<file path="config.mk">
export PLATFORM = sky130hd
export DESIGN_NAME = gpio_irq_bank
export DESIGN_NICKNAME = d
export VERILOG_FILES = /design/src/rtl/gpio_irq_pkg.sv /design/src/rtl/gpio_irq_sync.sv /design/src/rtl/gpio_irq_detect.sv /design/src/rtl/gpio_irq_regs.sv /design/src/rtl/gpio_irq_bank.sv
export SDC_FILE = /design/constraint.sdc
export NUM_CORES = 1
export LEC_CHECK = 0
export BUFFER_PORTS_ARGS = -buffer_cell sky130_fd_sc_hd__buf_2
export CORE_MARGIN = 8
export CORE_UTILIZATION = 45
export CTS_BUF_LIST = sky130_fd_sc_hd__clkbuf_16
export DETAILED_ROUTE_END_ITERATION = 16
export GPL_TIMING_DRIVEN = 0
export PLACE_DENSITY = 0.76
export SETUP_SLACK_MARGIN = 0.4
export SLEW_MARGIN = 20
export SYNTH_ARGS = -nofsm -noshare
export SYNTH_HDL_FRONTEND = slang
export SYNTH_SLANG_ARGS = --single-unit
</file>
<file path="constraint.sdc">
create_clock -name clk -period 2.09 [get_ports clk]
set_input_delay 0.1045 -clock clk [delete_from_list [all_inputs] [get_ports clk]]
set_output_delay 0.1045 -clock clk [all_outputs]
set_load 0.05 [all_outputs]
</file>
<file path="src/rtl/gpio_irq_pkg.sv">
// Shared definitions for the GPIO interrupt bank.
// Assumes a 4-bit word address on the register interface.
package gpio_irq_pkg;
    localparam int ADDR_W = 4;

    typedef enum logic [ADDR_W-1:0] {
        RA_DIR   = 4'd0,
        RA_OUT   = 4'd1,
        RA_ALT   = 4'd2,
        RA_LEVEL = 4'd3,
        RA_MASK  = 4'd4,
        RA_MODE  = 4'd5,
        RA_EPOL  = 4'd6,
        RA_LPOL  = 4'd7,
        RA_PEND  = 4'd8
    } reg_addr_e;
endpackage

</file>
<file path="src/rtl/gpio_irq_sync.sv">
// Multi-stage synchroniser for asynchronous pin inputs.
// Assumes the inputs are single-bit independent signals (no bus coherency needed).
module gpio_irq_sync #(
    parameter int W      = 16,
    parameter int STAGES = 2
) (
    input  logic         clk,
    input  logic         rst_n,
    input  logic [W-1:0] d_in,
    output logic [W-1:0] q_out
);
    logic [STAGES-1:0][W-1:0] chain_q;

    genvar s;
    generate
        for (s = 0; s < STAGES; s++) begin : g_stage
            if (s == 0) begin : g_first
                // First capture flop of the chain.
                always_ff @(posedge clk) begin
                    if (!rst_n) chain_q[0] <= '0;
                    else        chain_q[0] <= d_in;
                end
            end else begin : g_next
                // Further stage reduces metastability risk.
                always_ff @(posedge clk) begin
                    if (!rst_n) chain_q[s] <= '0;
                    else        chain_q[s] <= chain_q[s-1];
                end
            end
        end
    endgenerate

    assign q_out = chain_q[STAGES-1];
endmodule

</file>
<file path="src/rtl/gpio_irq_detect.sv">
// Per-pin event detector: edge (rising/falling) or level (high/low).
// Assumes lvl_now is already synchronous to clk.
module gpio_irq_detect #(
    parameter int W = 16
) (
    input  logic         clk,
    input  logic         rst_n,
    input  logic [W-1:0] lvl_now,
    input  logic [W-1:0] mode_edge,
    input  logic [W-1:0] edge_rise,
    input  logic [W-1:0] lvl_high,
    output logic [W-1:0] evt
);
    logic [W-1:0] lvl_prev_q;

    // Hold the previous synchronised level for edge comparison.
    always_ff @(posedge clk) begin
        if (!rst_n) lvl_prev_q <= '0;
        else        lvl_prev_q <= lvl_now;
    end

    genvar i;
    generate
        for (i = 0; i < W; i++) begin : g_pin
            logic rise_w, fall_w, lvl_hit_w, edge_hit_w;
            assign rise_w     = lvl_now[i] & ~lvl_prev_q[i];
            assign fall_w     = ~lvl_now[i] & lvl_prev_q[i];
            assign edge_hit_w = edge_rise[i] ? rise_w : fall_w;
            assign lvl_hit_w  = lvl_high[i] ? lvl_now[i] : ~lvl_now[i];
            assign evt[i]     = mode_edge[i] ? edge_hit_w : lvl_hit_w;
        end
    endgenerate
endmodule

</file>
<file path="src/rtl/gpio_irq_regs.sv">
// Register file of the bank: configuration registers, sticky pending
// register and read-data multiplexer.
// Assumes single-cycle writes and a combinational read path.
module gpio_irq_regs
    import gpio_irq_pkg::*;
#(
    parameter int W = 16
) (
    input  logic              clk,
    input  logic              rst_n,
    input  logic              bus_wr,
    input  logic [ADDR_W-1:0] bus_addr,
    input  logic [W-1:0]      bus_wdata,
    output logic [W-1:0]      bus_rdata,
    input  logic [W-1:0]      lvl_now,
    input  logic [W-1:0]      evt,
    output logic [W-1:0]      dir_q,
    output logic [W-1:0]      out_q,
    output logic [W-1:0]      alt_q,
    output logic [W-1:0]      mask_q,
    output logic [W-1:0]      mode_q,
    output logic [W-1:0]      epol_q,
    output logic [W-1:0]      lpol_q,
    output logic [W-1:0]      pend_q
);
    logic clr_w;
    assign clr_w = bus_wr && (bus_addr == RA_PEND) && (bus_wdata == '0);

    // Configuration register writes.
    always_ff @(posedge clk) begin
        if (!rst_n) begin
            dir_q  <= '0;
            out_q  <= '0;
            alt_q  <= '0;
            mask_q <= '1;
            mode_q <= '0;
            epol_q <= '0;
            lpol_q <= '1;
        end else if (bus_wr) begin
            case (bus_addr)
                RA_DIR:  dir_q  <= bus_wdata;
                RA_OUT:  out_q  <= bus_wdata;
                RA_ALT:  alt_q  <= bus_wdata;
                RA_MASK: mask_q <= bus_wdata;
                RA_MODE: mode_q <= bus_wdata;
                RA_EPOL: epol_q <= bus_wdata;
                RA_LPOL: lpol_q <= bus_wdata;
                default: ;
            endcase
        end
    end

    // Sticky pending bits; a new event outranks a clearing write.
    always_ff @(posedge clk) begin
        if (!rst_n) pend_q <= '0;
        else        pend_q <= (clr_w ? '0 : pend_q) | evt;
    end

    // Read-data selection.
    always_comb begin
        case (bus_addr)
            RA_DIR:   bus_rdata = dir_q;
            RA_OUT:   bus_rdata = out_q;
            RA_ALT:   bus_rdata = alt_q;
            RA_LEVEL: bus_rdata = lvl_now;
            RA_MASK:  bus_rdata = mask_q;
            RA_MODE:  bus_rdata = mode_q;
            RA_EPOL:  bus_rdata = epol_q;
            RA_LPOL:  bus_rdata = lpol_q;
            RA_PEND:  bus_rdata = pend_q;
            default:  bus_rdata = '0;
        endcase
    end
endmodule

</file>
<file path="src/rtl/gpio_irq_bank.sv">
// Top of one GPIO bank with per-pin interrupt detection and a summary
// interrupt. Assumes pin_in is asynchronous and the bus is synchronous.
module gpio_irq_bank
    import gpio_irq_pkg::*;
#(
    parameter int NPINS       = 16,
    parameter int SYNC_STAGES = 2
) (
    input  logic              clk,
    input  logic              rst_n,
    input  logic              bus_wr,
    input  logic [ADDR_W-1:0] bus_addr,
    input  logic [NPINS-1:0]  bus_wdata,
    output logic [NPINS-1:0]  bus_rdata,
    input  logic [NPINS-1:0]  pin_in,
    output logic [NPINS-1:0]  pin_out,
    output logic [NPINS-1:0]  pin_oe,
    output logic [NPINS-1:0]  alt_sel,
    output logic              bank_irq
);
    logic [NPINS-1:0] lvl_w, evt_w;
    logic [NPINS-1:0] dir_w, out_w, alt_w, mask_w, mode_w, epol_w, lpol_w, pend_w;

    gpio_irq_sync #(.W(NPINS), .STAGES(SYNC_STAGES)) u_sync (
        .clk   (clk),
        .rst_n (rst_n),
        .d_in  (pin_in),
        .q_out (lvl_w)
    );

    gpio_irq_detect #(.W(NPINS)) u_det (
        .clk       (clk),
        .rst_n     (rst_n),
        .lvl_now   (lvl_w),
        .mode_edge (mode_w),
        .edge_rise (epol_w),
        .lvl_high  (lpol_w),
        .evt       (evt_w)
    );

    gpio_irq_regs #(.W(NPINS)) u_regs (
        .clk       (clk),
        .rst_n     (rst_n),
        .bus_wr    (bus_wr),
        .bus_addr  (bus_addr),
        .bus_wdata (bus_wdata),
        .bus_rdata (bus_rdata),
        .lvl_now   (lvl_w),
        .evt       (evt_w),
        .dir_q     (dir_w),
        .out_q     (out_w),
        .alt_q     (alt_w),
        .mask_q    (mask_w),
        .mode_q    (mode_w),
        .epol_q    (epol_w),
        .lpol_q    (lpol_w),
        .pend_q    (pend_w)
    );

    assign pin_out  = out_w;
    assign pin_oe   = dir_w;
    assign alt_sel  = alt_w;
    assign bank_irq = |(pend_w & ~mask_w);
endmodule

</file>
==> flow_summary.yaml <==
hold_path:
  hold_depth: 3
  hold_class: "primary input to flip-flop"
  min_from: "bus_wdata[14]"
  min_to: "u_regs.alt_q[14]"
layout:
  drive_gt1_share_pct: 22.66
  area_growth_pct: 27.87
  design_area_sq_mm: 0.009593
  diodes: 0
  fillers: 1427
  nets: 1032
logic_synthesis:
  yosys.area_share.simple_pct: 24.43
  ys_ff_latch: 176
  ys_types: 30
  synthMuxAreaShare_pct: 0
  syn_inst: 857
  syn-cell-area_sq_mm: 0.007502
  post_synth_fa_ha_maj_area_fraction_pct: 0
  synth_compound_area_share_pct: 21.36
  avgSynthCellArea_sq_um: 8.754
  synthXorXnorAreaFrac_pct: 1.868
  yosysWarningCount: 0
  synth_top_family_by_area: "simple AND/OR/NAND/NOR gates"
  syn_nets: 896
  ys_seq_area_share_pct: 46.96
placed_design:
  postPlaceCellArea_sq_mm: 0.008268
  gp_congestion: 1.005
  dp_hpwl_um: 18540
  numPortBuffers: 83
worst_setup_path:
  r2r_start: "u_sync.q_out[0]"
  crit_path_end_kind: "output pin"
  required_ns: 1.99
  worst_setup_path_start_kind: "primary input"
  cp_max_fo: 10
  worstSetupPathType: "primary input to output pin"
  arrival_ns: 1.57
  rrSetupSlack_ns: 0.83
  reg2reg_depth: 4
  timing.rr.end: "u_regs.pend_q[0]"
floorplan:
  fp.dieW_um: 145.1
  die_h_um: 145.1
  die-area_sq_mm: 0.02106
  placementRows: 47
  initial_utilization_pct: 45.56
  core-area_sq_mm: 0.01647
  ios: 104
sta:
  period_needed_ns: 1.673
  rsz0062_at_grt: "true"
  fin_crit_sh_pct: 80.05
  max_freq_ghz: 0.5977
  finalHoldViolations: 0
  worst_slew_pin_slew_ns: 0.8132
  fin_worst_skew_ns: 0.005413
  max_slew_margin_pct: 45.79
  drv_slew: 0
  setup_viol: 0
drt:
  vias_per_cell: 6.000
  vias: 7356
  wl_per_cell_um: 22.95
  drcViolationCount: 0
  drt_wl_total_um: 28140
  ant_nets: 0
  drt_iter0_drc: 999
  dr.pass1.iters: 8
power:
  power.density_mw_per_mm2: 838.4
  p_total_uw: 8042
  p_leak_uw: 0.004000
  ir_worst_vdd_mv: 0.5940
global_route:
  grt_pass1_wl_um: 41530
  antenna_found_initial: 0
  grt_remaining_overflow: 0
  grt_max_degree: 17
  grt_use_total_pct: 25.75
  grt_pass1_vias: 6935
clocking:
  clk_pin_slew_ns: 0.07
  clock-root-buffer: "clkbuf_16"
  h-tree-depth: 4
  clockBufferDepth: 2
  tritoncts: "done"
  cts.sinks: 176
  cts_buffers: 17
  clk_latency_ns: 0.43
run:
  drv_cap: 0
status:
  outcome: "complete, no violations"
==> cells in the final DEF (no fill, tap or decap), types with 2 or more instances in the layout <==
master,netlist,routed
buf_8,0,3
a221oi_2,0,18
clkbuf_2,0,6
inv_1,16,13
o211ai_1,8,8
nor4b_4,3,4
a21boi_1,80,80
clkinvlp_4,0,2
a222oi_1,16,16
inv_2,0,5
dfxtp_1,176,160
buf_2,16,81
nor4bb_2,0,2
a22oi_1,16,16
nand4_1,2,2
o22ai_1,4,3
and3b_1,16,16
nand3_2,0,15
buf_6,4,11
clkbuf_16,0,18
o21ai_0,32,32
nand3_1,40,25
clkbuf_4,1,5
nor3b_1,17,17
a22o_1,32,32
and2_1,55,55
nand2_1,223,223
xor2_1,16,16
inv_6,0,3
clkbuf_1,52,37
bufinv_16,0,7
dfxtp_2,0,16
a221oi_1,20,2
dlygate4sd3_1,0,22
buf_4,2,25
==> per-layer routing <==
metal	routed length [um]	track usage, %
met3	3211	6.530
met4	1343	13.43
met2	12360	39.93
met1	11230	32.52
met5	0	0
==> sequential cells by signal (all words and copies together) (netlist names) <==
signal,cells
u_regs.dir_q,16
u_sync.chain_q,16
u_regs.alt_q,16
u_sync.q_out,16
u_regs.epol_q,16
u_regs.pend_q,16
u_regs.out_q,16
u_regs.mode_q,16
u_regs.lpol_q,16
u_det.lvl_prev_q,16
u_regs.mask_q,16
==> metrics by stage <==
step / instances / utilization [%] / TNS (ns) / hold WS, ns / setup WS (ns)
global route: 1226 / 58.26 / 0 / 0.01451 / 0.3560
finish: 1226 / 58.26 / 0 / 0.007818 / 0.4170
CTS: 1224 / 57.23 / 0 / 0.001013 / 0.3518
detailed placement: 1160 / 50.21 / -14.82 / 0.3126 / -0.5000
global placement: 1160 / 50.21 / -12.25 / 0.3097 / -0.4667
floorplan: 857 / - / 0 / 0.2318 / 0.4057
==> how the worst max path moves through the flow <==
stage / startpoint / endpoint / slack [ns] / cells after the start
after global placement: bus_addr[2] / bus_rdata[9] / -0.47 / 6
after detailed placement: bus_addr[2] / bus_rdata[9] / -0.50 / 6
after global routing: bus_wdata[5] / u_regs.pend_q[13] / 0.36 / 7
final: bus_addr[2] / bus_rdata[5] / 0.42 / 6
after CTS: u_regs.alt_q[10] / bus_rdata[10] / 0.35 / 4
after floorplan: bus_wdata[2] / u_regs.pend_q[10] / 0.41 / 5
==> critical path, stage by stage <==
cell,delay [ns]
buf_4,0.16
nor4_4,0.35
clkbuf_2,0.48
a22oi_1,0.17
nand3_2,0.10
buf_4,0.19
==> cell usage after synthesis (all sizes together) <==
cell type / number / area, sq um
nor4b: 4 / 86.33
o41a: 1 / 21.27
o21ai: 32 / 160.2
xor2: 16 / 140.1
a221oi: 20 / 175.2
nand4: 2 / 12.51
or4: 1 / 11.26
o211ai: 8 / 60.06
nor4bb: 3 / 30.03
dfxtp: 176 / 3523
a222oi: 16 / 160.2
clkbuf: 53 / 202.7
and2: 55 / 344.1
nor3b: 17 / 127.6
nand3: 40 / 200.2
a21boi: 80 / 600.6
and4b: 1 / 10.01
o22ai: 4 / 25.02
a22o: 32 / 280.3
a22oi: 16 / 120.1
buf: 22 / 140.1
inv: 16 / 60.06
nor4: 3 / 33.78
nand2: 223 / 837.1
and3b: 16 / 140.1
==> power breakdown <==
group / internal, uW / switching (uW) / leakage, uW
sequential: 3450 / 89.4 / 0.00143
combinational: 279 / 479 / 0.00223
clock: 2360 / 1380 / 0.000337
==> layout make-up <==
type,instances,area (sq um),share of cell area (%)
plain buffers,75,421.7,4.395
clock buffers,17,425.4,4.435
clock inverters,15,264.0,2.752
inverters,16,60.06,0.6261
multi-input cells,590,3797,39.59
flip-flops and latches,176,3543,36.94
well taps,220,275.3,2.869
repair buffers,117,805.8,8.400
==> what timing repair did <==
action | CTS | global route
buffers inserted | 10 | 2
endpoints found under the setup margin | 77 | 47
pin swaps | 6 | 13
hold buffers | 22 | 0
hold endpoints to repair | 35 | 0
resized for setup | 61 | 50
==> cell families after synthesis <==
family          count (synthesis)
compound gates                209
flops                         176
buf+inv                        91
xor+xnor                       16
simple gates                  365
(Power assumes the default switching activity.)
